===== config.mk =====
export PLATFORM = sky130hd
export DESIGN_NAME = chgirq_top
export DESIGN_NICKNAME = d
export VERILOG_FILES = /design/src/rtl/chgirq_pkg.sv /design/src/rtl/chgirq_edge.sv /design/src/rtl/chgirq_decode.sv /design/src/rtl/chgirq_regs.sv /design/src/rtl/chgirq_top.sv
export SDC_FILE = /design/constraint.sdc
export NUM_CORES = 1
export LEC_CHECK = 0
export ABC_AREA = 1
export BUFFER_PORTS_ARGS = -buffer_cell sky130_fd_sc_hd__buf_2
export CAP_MARGIN = 20
export CORE_UTILIZATION = 40
export DETAILED_ROUTE_END_ITERATION = 7
export PLACE_DENSITY = 0.6
export SETUP_SLACK_MARGIN = 0.02
export SKIP_LAST_GASP = 1
export SYNTH_ARGS = -nofsm -noshare
export SYNTH_HDL_FRONTEND = slang
export SYNTH_SLANG_ARGS = --single-unit

===== constraint.sdc =====
create_clock -name clk_i -period 0.85 [get_ports clk_i]
set_input_delay 0.0425 -clock clk_i [delete_from_list [all_inputs] [get_ports clk_i]]
set_output_delay 0.0425 -clock clk_i [all_outputs]
set_load 0.005 [all_outputs]

===== src/rtl/chgirq_pkg.sv =====
package chgirq_pkg;

    // Channel count; every register holds one bit per channel
    localparam int unsigned CHG_NCH = 8;
    // Register bus address width
    localparam int unsigned CHG_AW  = 8;

    // Offsets of the two registers
    localparam logic [CHG_AW-1:0] CHG_ADDR_MASK = 8'h14;
    localparam logic [CHG_AW-1:0] CHG_ADDR_PEND = 8'h15;

    // Register selector used by the bank decode
    typedef enum logic [1:0] {
        SEL_NONE = 2'd0,
        SEL_MASK = 2'd1,
        SEL_PEND = 2'd2
    } chg_sel_e;

endpackage


===== src/rtl/chgirq_edge.sv =====
module chgirq_edge
    import chgirq_pkg::*;
#(
    parameter int unsigned NCH = CHG_NCH
) (
    input  logic           clk_i,
    input  logic           rst_ni,
    input  logic [NCH-1:0] alarm_i,
    output logic [NCH-1:0] chg_o
);

    typedef struct packed {
        logic [NCH-1:0] smp;
        logic [NCH-1:0] prev;
    } edge_state_t;

    edge_state_t state_d, state_q;

    always_comb begin
        state_d      = state_q;
        state_d.smp  = alarm_i;
        state_d.prev = state_q.smp;
    end

    always_ff @(posedge clk_i or negedge rst_ni) begin
        if (!rst_ni) begin
            state_q <= '0;
        end else begin
            state_q <= state_d;
        end
    end

    // A flip in either direction counts as a change
    assign chg_o = state_q.smp ^ state_q.prev;

    // Alarm taken through exactly one register stage
    assert_single_sample_R3: assert property (@(posedge clk_i) disable iff (!rst_ni)
        $past(rst_ni) |-> (state_q.smp == $past(alarm_i)));

    // A change pulse is the difference between the last two samples
    assert_change_history_R4: assert property (@(posedge clk_i) disable iff (!rst_ni)
        ($past(rst_ni) && $past(rst_ni, 2)) |->
            (chg_o == ($past(alarm_i) ^ $past(alarm_i, 2))));

endmodule


===== src/rtl/chgirq_decode.sv =====
module chgirq_decode
    import chgirq_pkg::*;
#(
    parameter int unsigned       AW        = CHG_AW,
    parameter logic [AW-1:0]     MASK_ADDR = CHG_ADDR_MASK,
    parameter logic [AW-1:0]     PEND_ADDR = CHG_ADDR_PEND
) (
    input  logic [AW-1:0] addr_i,
    output chg_sel_e      sel_o
);

    always_comb begin
        if (addr_i == MASK_ADDR) begin
            sel_o = SEL_MASK;
        end else if (addr_i == PEND_ADDR) begin
            sel_o = SEL_PEND;
        end else begin
            sel_o = SEL_NONE;
        end
    end

endmodule


===== src/rtl/chgirq_regs.sv =====
module chgirq_regs
    import chgirq_pkg::*;
#(
    parameter int unsigned NCH = CHG_NCH
) (
    input  logic           clk_i,
    input  logic           rst_ni,
    input  chg_sel_e       sel_i,
    input  logic           wr_i,
    input  logic           rd_i,
    input  logic [NCH-1:0] wdata_i,
    input  logic [NCH-1:0] chg_i,
    output logic [NCH-1:0] rdata_o,
    output logic [NCH-1:0] pend_o
);

    typedef struct packed {
        logic [NCH-1:0] mask;
        logic [NCH-1:0] pend;
        logic [NCH-1:0] rdata;
    } bank_state_t;

    bank_state_t state_d, state_q;

    logic           mask_wr;
    logic           pend_rd;
    logic [NCH-1:0] hit;

    always_comb begin
        mask_wr = wr_i && (sel_i == SEL_MASK);
        pend_rd = rd_i && (sel_i == SEL_PEND);
        hit     = chg_i & state_q.mask;

        state_d = state_q;

        if (mask_wr) begin
            state_d.mask = wdata_i;
        end

        // A read clears older flags; a change at the same edge survives
        if (pend_rd) begin
            state_d.pend = hit;
        end else begin
            state_d.pend = state_q.pend | hit;
        end

        if (rd_i) begin
            unique case (sel_i)
                SEL_MASK: state_d.rdata = state_q.mask;
                SEL_PEND: state_d.rdata = state_q.pend;
                default:  state_d.rdata = '0;
            endcase
        end
    end

    always_ff @(posedge clk_i or negedge rst_ni) begin
        if (!rst_ni) begin
            state_q <= '0;
        end else begin
            state_q <= state_d;
        end
    end

    assign rdata_o = state_q.rdata;
    assign pend_o  = state_q.pend;

    // Mask register moves only on a decoded write
    assert_mask_hold_R2: assert property (@(posedge clk_i) disable iff (!rst_ni)
        !$past(wr_i && (sel_i == SEL_MASK)) |-> $stable(state_q.mask));

    // After a pending read only changes from that edge remain
    assert_clear_on_read_R7: assert property (@(posedge clk_i) disable iff (!rst_ni)
        $past(rd_i && (sel_i == SEL_PEND)) |->
            ((state_q.pend & ~$past(chg_i & state_q.mask)) == '0));

    // Read data is stable without a read strobe
    assert_rdata_hold_R11: assert property (@(posedge clk_i) disable iff (!rst_ni)
        !$past(rd_i) |-> $stable(rdata_o));

    for (genvar ch = 0; ch < NCH; ch++) begin : g_chan_chk
        // A flag only rises from an enabled change
        assert_set_needs_enable_R5: assert property (@(posedge clk_i) disable iff (!rst_ni)
            $rose(state_q.pend[ch]) |-> $past(chg_i[ch] && state_q.mask[ch]));

        // A flag stays set until a pending read
        assert_flag_sticky_R3: assert property (@(posedge clk_i) disable iff (!rst_ni)
            ($past(state_q.pend[ch]) && !$past(rd_i && (sel_i == SEL_PEND)))
                |-> state_q.pend[ch]);
    end

endmodule


===== src/rtl/chgirq_top.sv =====
module chgirq_top
    import chgirq_pkg::*;
(
    input  logic              clk_i,
    input  logic              rst_ni,
    input  logic [CHG_NCH-1:0] alarm_i,
    input  logic [CHG_AW-1:0]  addr_i,
    input  logic              wr_i,
    input  logic              rd_i,
    input  logic [CHG_NCH-1:0] wdata_i,
    output logic [CHG_NCH-1:0] rdata_o,
    output logic              irq_o
);

    logic [CHG_NCH-1:0] chg;
    logic [CHG_NCH-1:0] pend;
    chg_sel_e           sel;

    chgirq_edge #(
        .NCH (CHG_NCH)
    ) u_edge (
        .clk_i   (clk_i),
        .rst_ni  (rst_ni),
        .alarm_i (alarm_i),
        .chg_o   (chg)
    );

    chgirq_decode #(
        .AW        (CHG_AW),
        .MASK_ADDR (CHG_ADDR_MASK),
        .PEND_ADDR (CHG_ADDR_PEND)
    ) u_decode (
        .addr_i (addr_i),
        .sel_o  (sel)
    );

    chgirq_regs #(
        .NCH (CHG_NCH)
    ) u_regs (
        .clk_i   (clk_i),
        .rst_ni  (rst_ni),
        .sel_i   (sel),
        .wr_i    (wr_i),
        .rd_i    (rd_i),
        .wdata_i (wdata_i),
        .chg_i   (chg),
        .rdata_o (rdata_o),
        .pend_o  (pend)
    );

    assign irq_o = |pend;

    // Interrupt rises only after an edge that saw an enabled change
    assert_irq_source_R6: assert property (@(posedge clk_i) disable iff (!rst_ni)
        $rose(irq_o) |-> $past(|chg));

endmodule


==> impl_metrics.toml <==
[final_layout]
layoutNonFillerInstCount = 306
nets = 283
diodes = 0
area_growth_pct = 42.6
final_layout_size_suffix_gt1_share_pct = 42.2

[sta]
layout_min_cycle_time_ns = 1.21
fin_skew_ns = 0.00428
setup-violations-final = 2
rsz0062_at_grt = "true"
timing.final.crit_share_pct = 142
hold_viol_final = 0
fmax_ghz = 0.828
slew_headroom_pct = 84.7
fin_ws_ns = -0.357
finalSetupTns_ns = -0.363
worst_slew_pin_slew_ns = 0.228
finalMaxSlewViolations = 0
hold_slack_ns = 0.00813

[clock_tree]
clk_transition_reported_paths_ns = 0.08
h-tree-depth = 2
cts_buffers = 5
cts_root_buf = "clkbuf_8"
cts_tree = "yes"
insertion_delay_ns = 0.29
cts_buffer_depth = 2
cts.sinks = 40

[route]
routed_wl_um = 3580
drc = 0
met1_length_um = 1620
vias_per_cell = 4.67
wl_per_cell_um = 11.7
drtIter0Drc = 75
ant_nets = 0
top_layer = "met4"
via_count = 1428
wl_met3_um = 222
drtPass1Iterations = 4
dr_wl_met2_um = 1680

[global_routing]
grt_pass1_vias = 1294
grt_pass1_wl_um = 5840
grt_max_degree = 41
grt_antenna_before_repair = 0
grt_use_total_pct = 17.6
gr-total-overflow = 0

[pwr]
p_switching_uw = 914
p_int_mw = 3.12
swShare_pct = 22.7
ir_worst_vdd_v = 0.00100
combPwrFrac_pct = 11.5
pwr-share-clk_pct = 37.7
power_mw = 4.03
seqPwrFrac_pct = 50.9
p_per_area_mw_per_mm2 = 1620
leakage_nw = 1.25

[synth]
ys_ff_latch = 40
syn_inst = 177
syn_area_per_cell_um2 = 9.87
ys_warn_count = 0
yosysUniqueCellTypes = 20
muxShareOfSynthArea_pct = 0
synth_fa_ha_area_share_pct = 0
synth-xor-area-share_pct = 0
synth_top_family_by_area = "simple AND/OR/NAND/NOR gates"
synth_compound_area_share_pct = 0
synth_area_mm2 = 0.00175
ys_seq_area_share_pct = 57.3
synthSimpleGateAreaFrac_pct = 35.0
synth_top_cell_by_area = "dfrtp_1"
netlist_top_cells_area = "dfrtp_1, nand2_1, nand3_1"
synth_top_area_share_pct = 57.3
synth_nets = 205

[critical_path]
ff2ff_setup_slack_ns = -0.01
cp-start-kind = "flip-flop"
required_ns = 0.81
critical_path.max_fanout = 2
worstReg2RegStart = "u_edge.state_q[4]"
reg2regPathDepth = 3
cp.arrival_ns = 1.16
crit_type = "flip-flop to output pin"
endpoint_kind = "output pin"
r2r_end = "u_regs.pend_o[4]"

[min_path]
min_from = "wdata_i[6]"
hp-class = "input pin to flip-flop"
hold_depth = 3
hold_path_end = "u_regs.state_q[22]"

[floorplanning]
io_pins = 37
die_area_mm2 = 0.00463
die_y_um = 68.1
die_w_um = 68.1
rows = 23
initial_utilization_pct = 42.7
coreArea_mm2 = 0.00409

[placed_design]
place_inst = 274
place_ws_ns = -0.0532
dp_hpwl_um = 2560
port-buffer-count = 36
gp_congestion = 0.818

[run_status]
failed_checks = "negative setup slack"
status = "complete, but fails checks"

[flow_run]
cap_violations = 0
[Yosys cell counts]
library cell / count
buf_4: 9
inv_2: 2
clkinv_1: 1
nand4_1: 8
dfrtp_1: 40
inv_1: 4
nand3_4: 1
nand3b_1: 8
nor2_8: 1
clkbuf_8: 1
nand2_1: 58
nor4_1: 2
nand3_1: 24
or2_2: 8
nand3_2: 1
nor2_4: 2
nand2_2: 3
buf_2: 1
buf_6: 2
nand2_4: 1
[power by group through the flow]
stage | logic (mW) | registers, mW | clock network [mW]
CTS | 0.457 | 2.05 | 1.57
finish | 0.463 | 2.05 | 1.52
floorplan | 0.170 | 2.08 | 0
detailed placement | 0.398 | 2.09 | 0
global route | 0.516 | 2.06 | 1.65
global placement | 0.387 | 2.08 | 0
[registers in the layout, indices dropped and copies added, names as in the netlist]
register and count:
u_edge.state_d 8, u_edge.state_q 8, u_regs.pend_o 8, u_regs.rdata_o 8, u_regs.state_q 8
[how the worst max path moves through the flow]
| stage | start | to | slack (ns) |
|---|---|---|---|
| floorplan | u_edge.state_q[1] | u_regs.pend_o[1] | 0.05 |
| global placement | u_regs.pend_o[1] | irq_o | -0.07 |
| detailed placement | u_regs.pend_o[5] | irq_o | -0.05 |
| CTS | u_regs.pend_o[5] | irq_o | -0.38 |
| global route | u_regs.pend_o[6] | irq_o | -0.42 |
| finish | u_regs.pend_o[5] | irq_o | -0.36 |
[layout make-up]
class | instances | area (um^2)
sequential | 40 | 1000
timing repair buffer | 84 | 604
tap | 50 | 62.6
clock inverter | 3 | 42.5
clock buffer | 5 | 68.8
fill | 363 | 1600
inverter | 7 | 26.3
multi-input combinational | 117 | 684
[cell families (layout without fill, tap and decap cells)]
| logic type | count (synthesis) | after routing |
|---|---|---|
| AND/OR/NAND/NOR | 117 | 117 |
| flip-flops | 40 | 40 |
| buffers and inverters | 20 | 99 |
[worst max-delay path, cell delays in order (launching register included)]
cell and delay (ns):
dfrtp_1 0.38, nor4_1 0.27, nand2_1 0.09, buf_2 0.13
[layout by cell type (no fill, tap or decap), types with 5 or more instances in the layout]
cell / n
nand3_1: 15
nand2_1: 57
or2_4: 8
nand3_2: 10
nand4_1: 8
dlygate4sd3_1: 14
clkbuf_8: 5
buf_2: 36
dfrtp_1: 40
nand3b_1: 8
buf_4: 31
[timing repair]
item	CTS	global route
gates resized for setup	0	4
buffers inserted	7	3
pin swaps	9	5
hold endpoints to repair	53	0
setup endpoints to repair	16	19
hold buffers	14	0
[metrics by stage]
step                      util [%]  instance area [um^2]
after floorplan                  -                  1810
after detailed placement      52.5                  2150
after CTS                     60.0                  2450
final                         60.9                  2490
after global placement        52.5                  2150
after global routing          60.9                  2490
[layer usage]
metal,GRT usage [%],up-vias
li1,-,729
met1,23.3,653
met2,26.8,40
met3,5.00,6
met4,7.03,0
met5,0,-
Power figures use the tool's default switching activity.
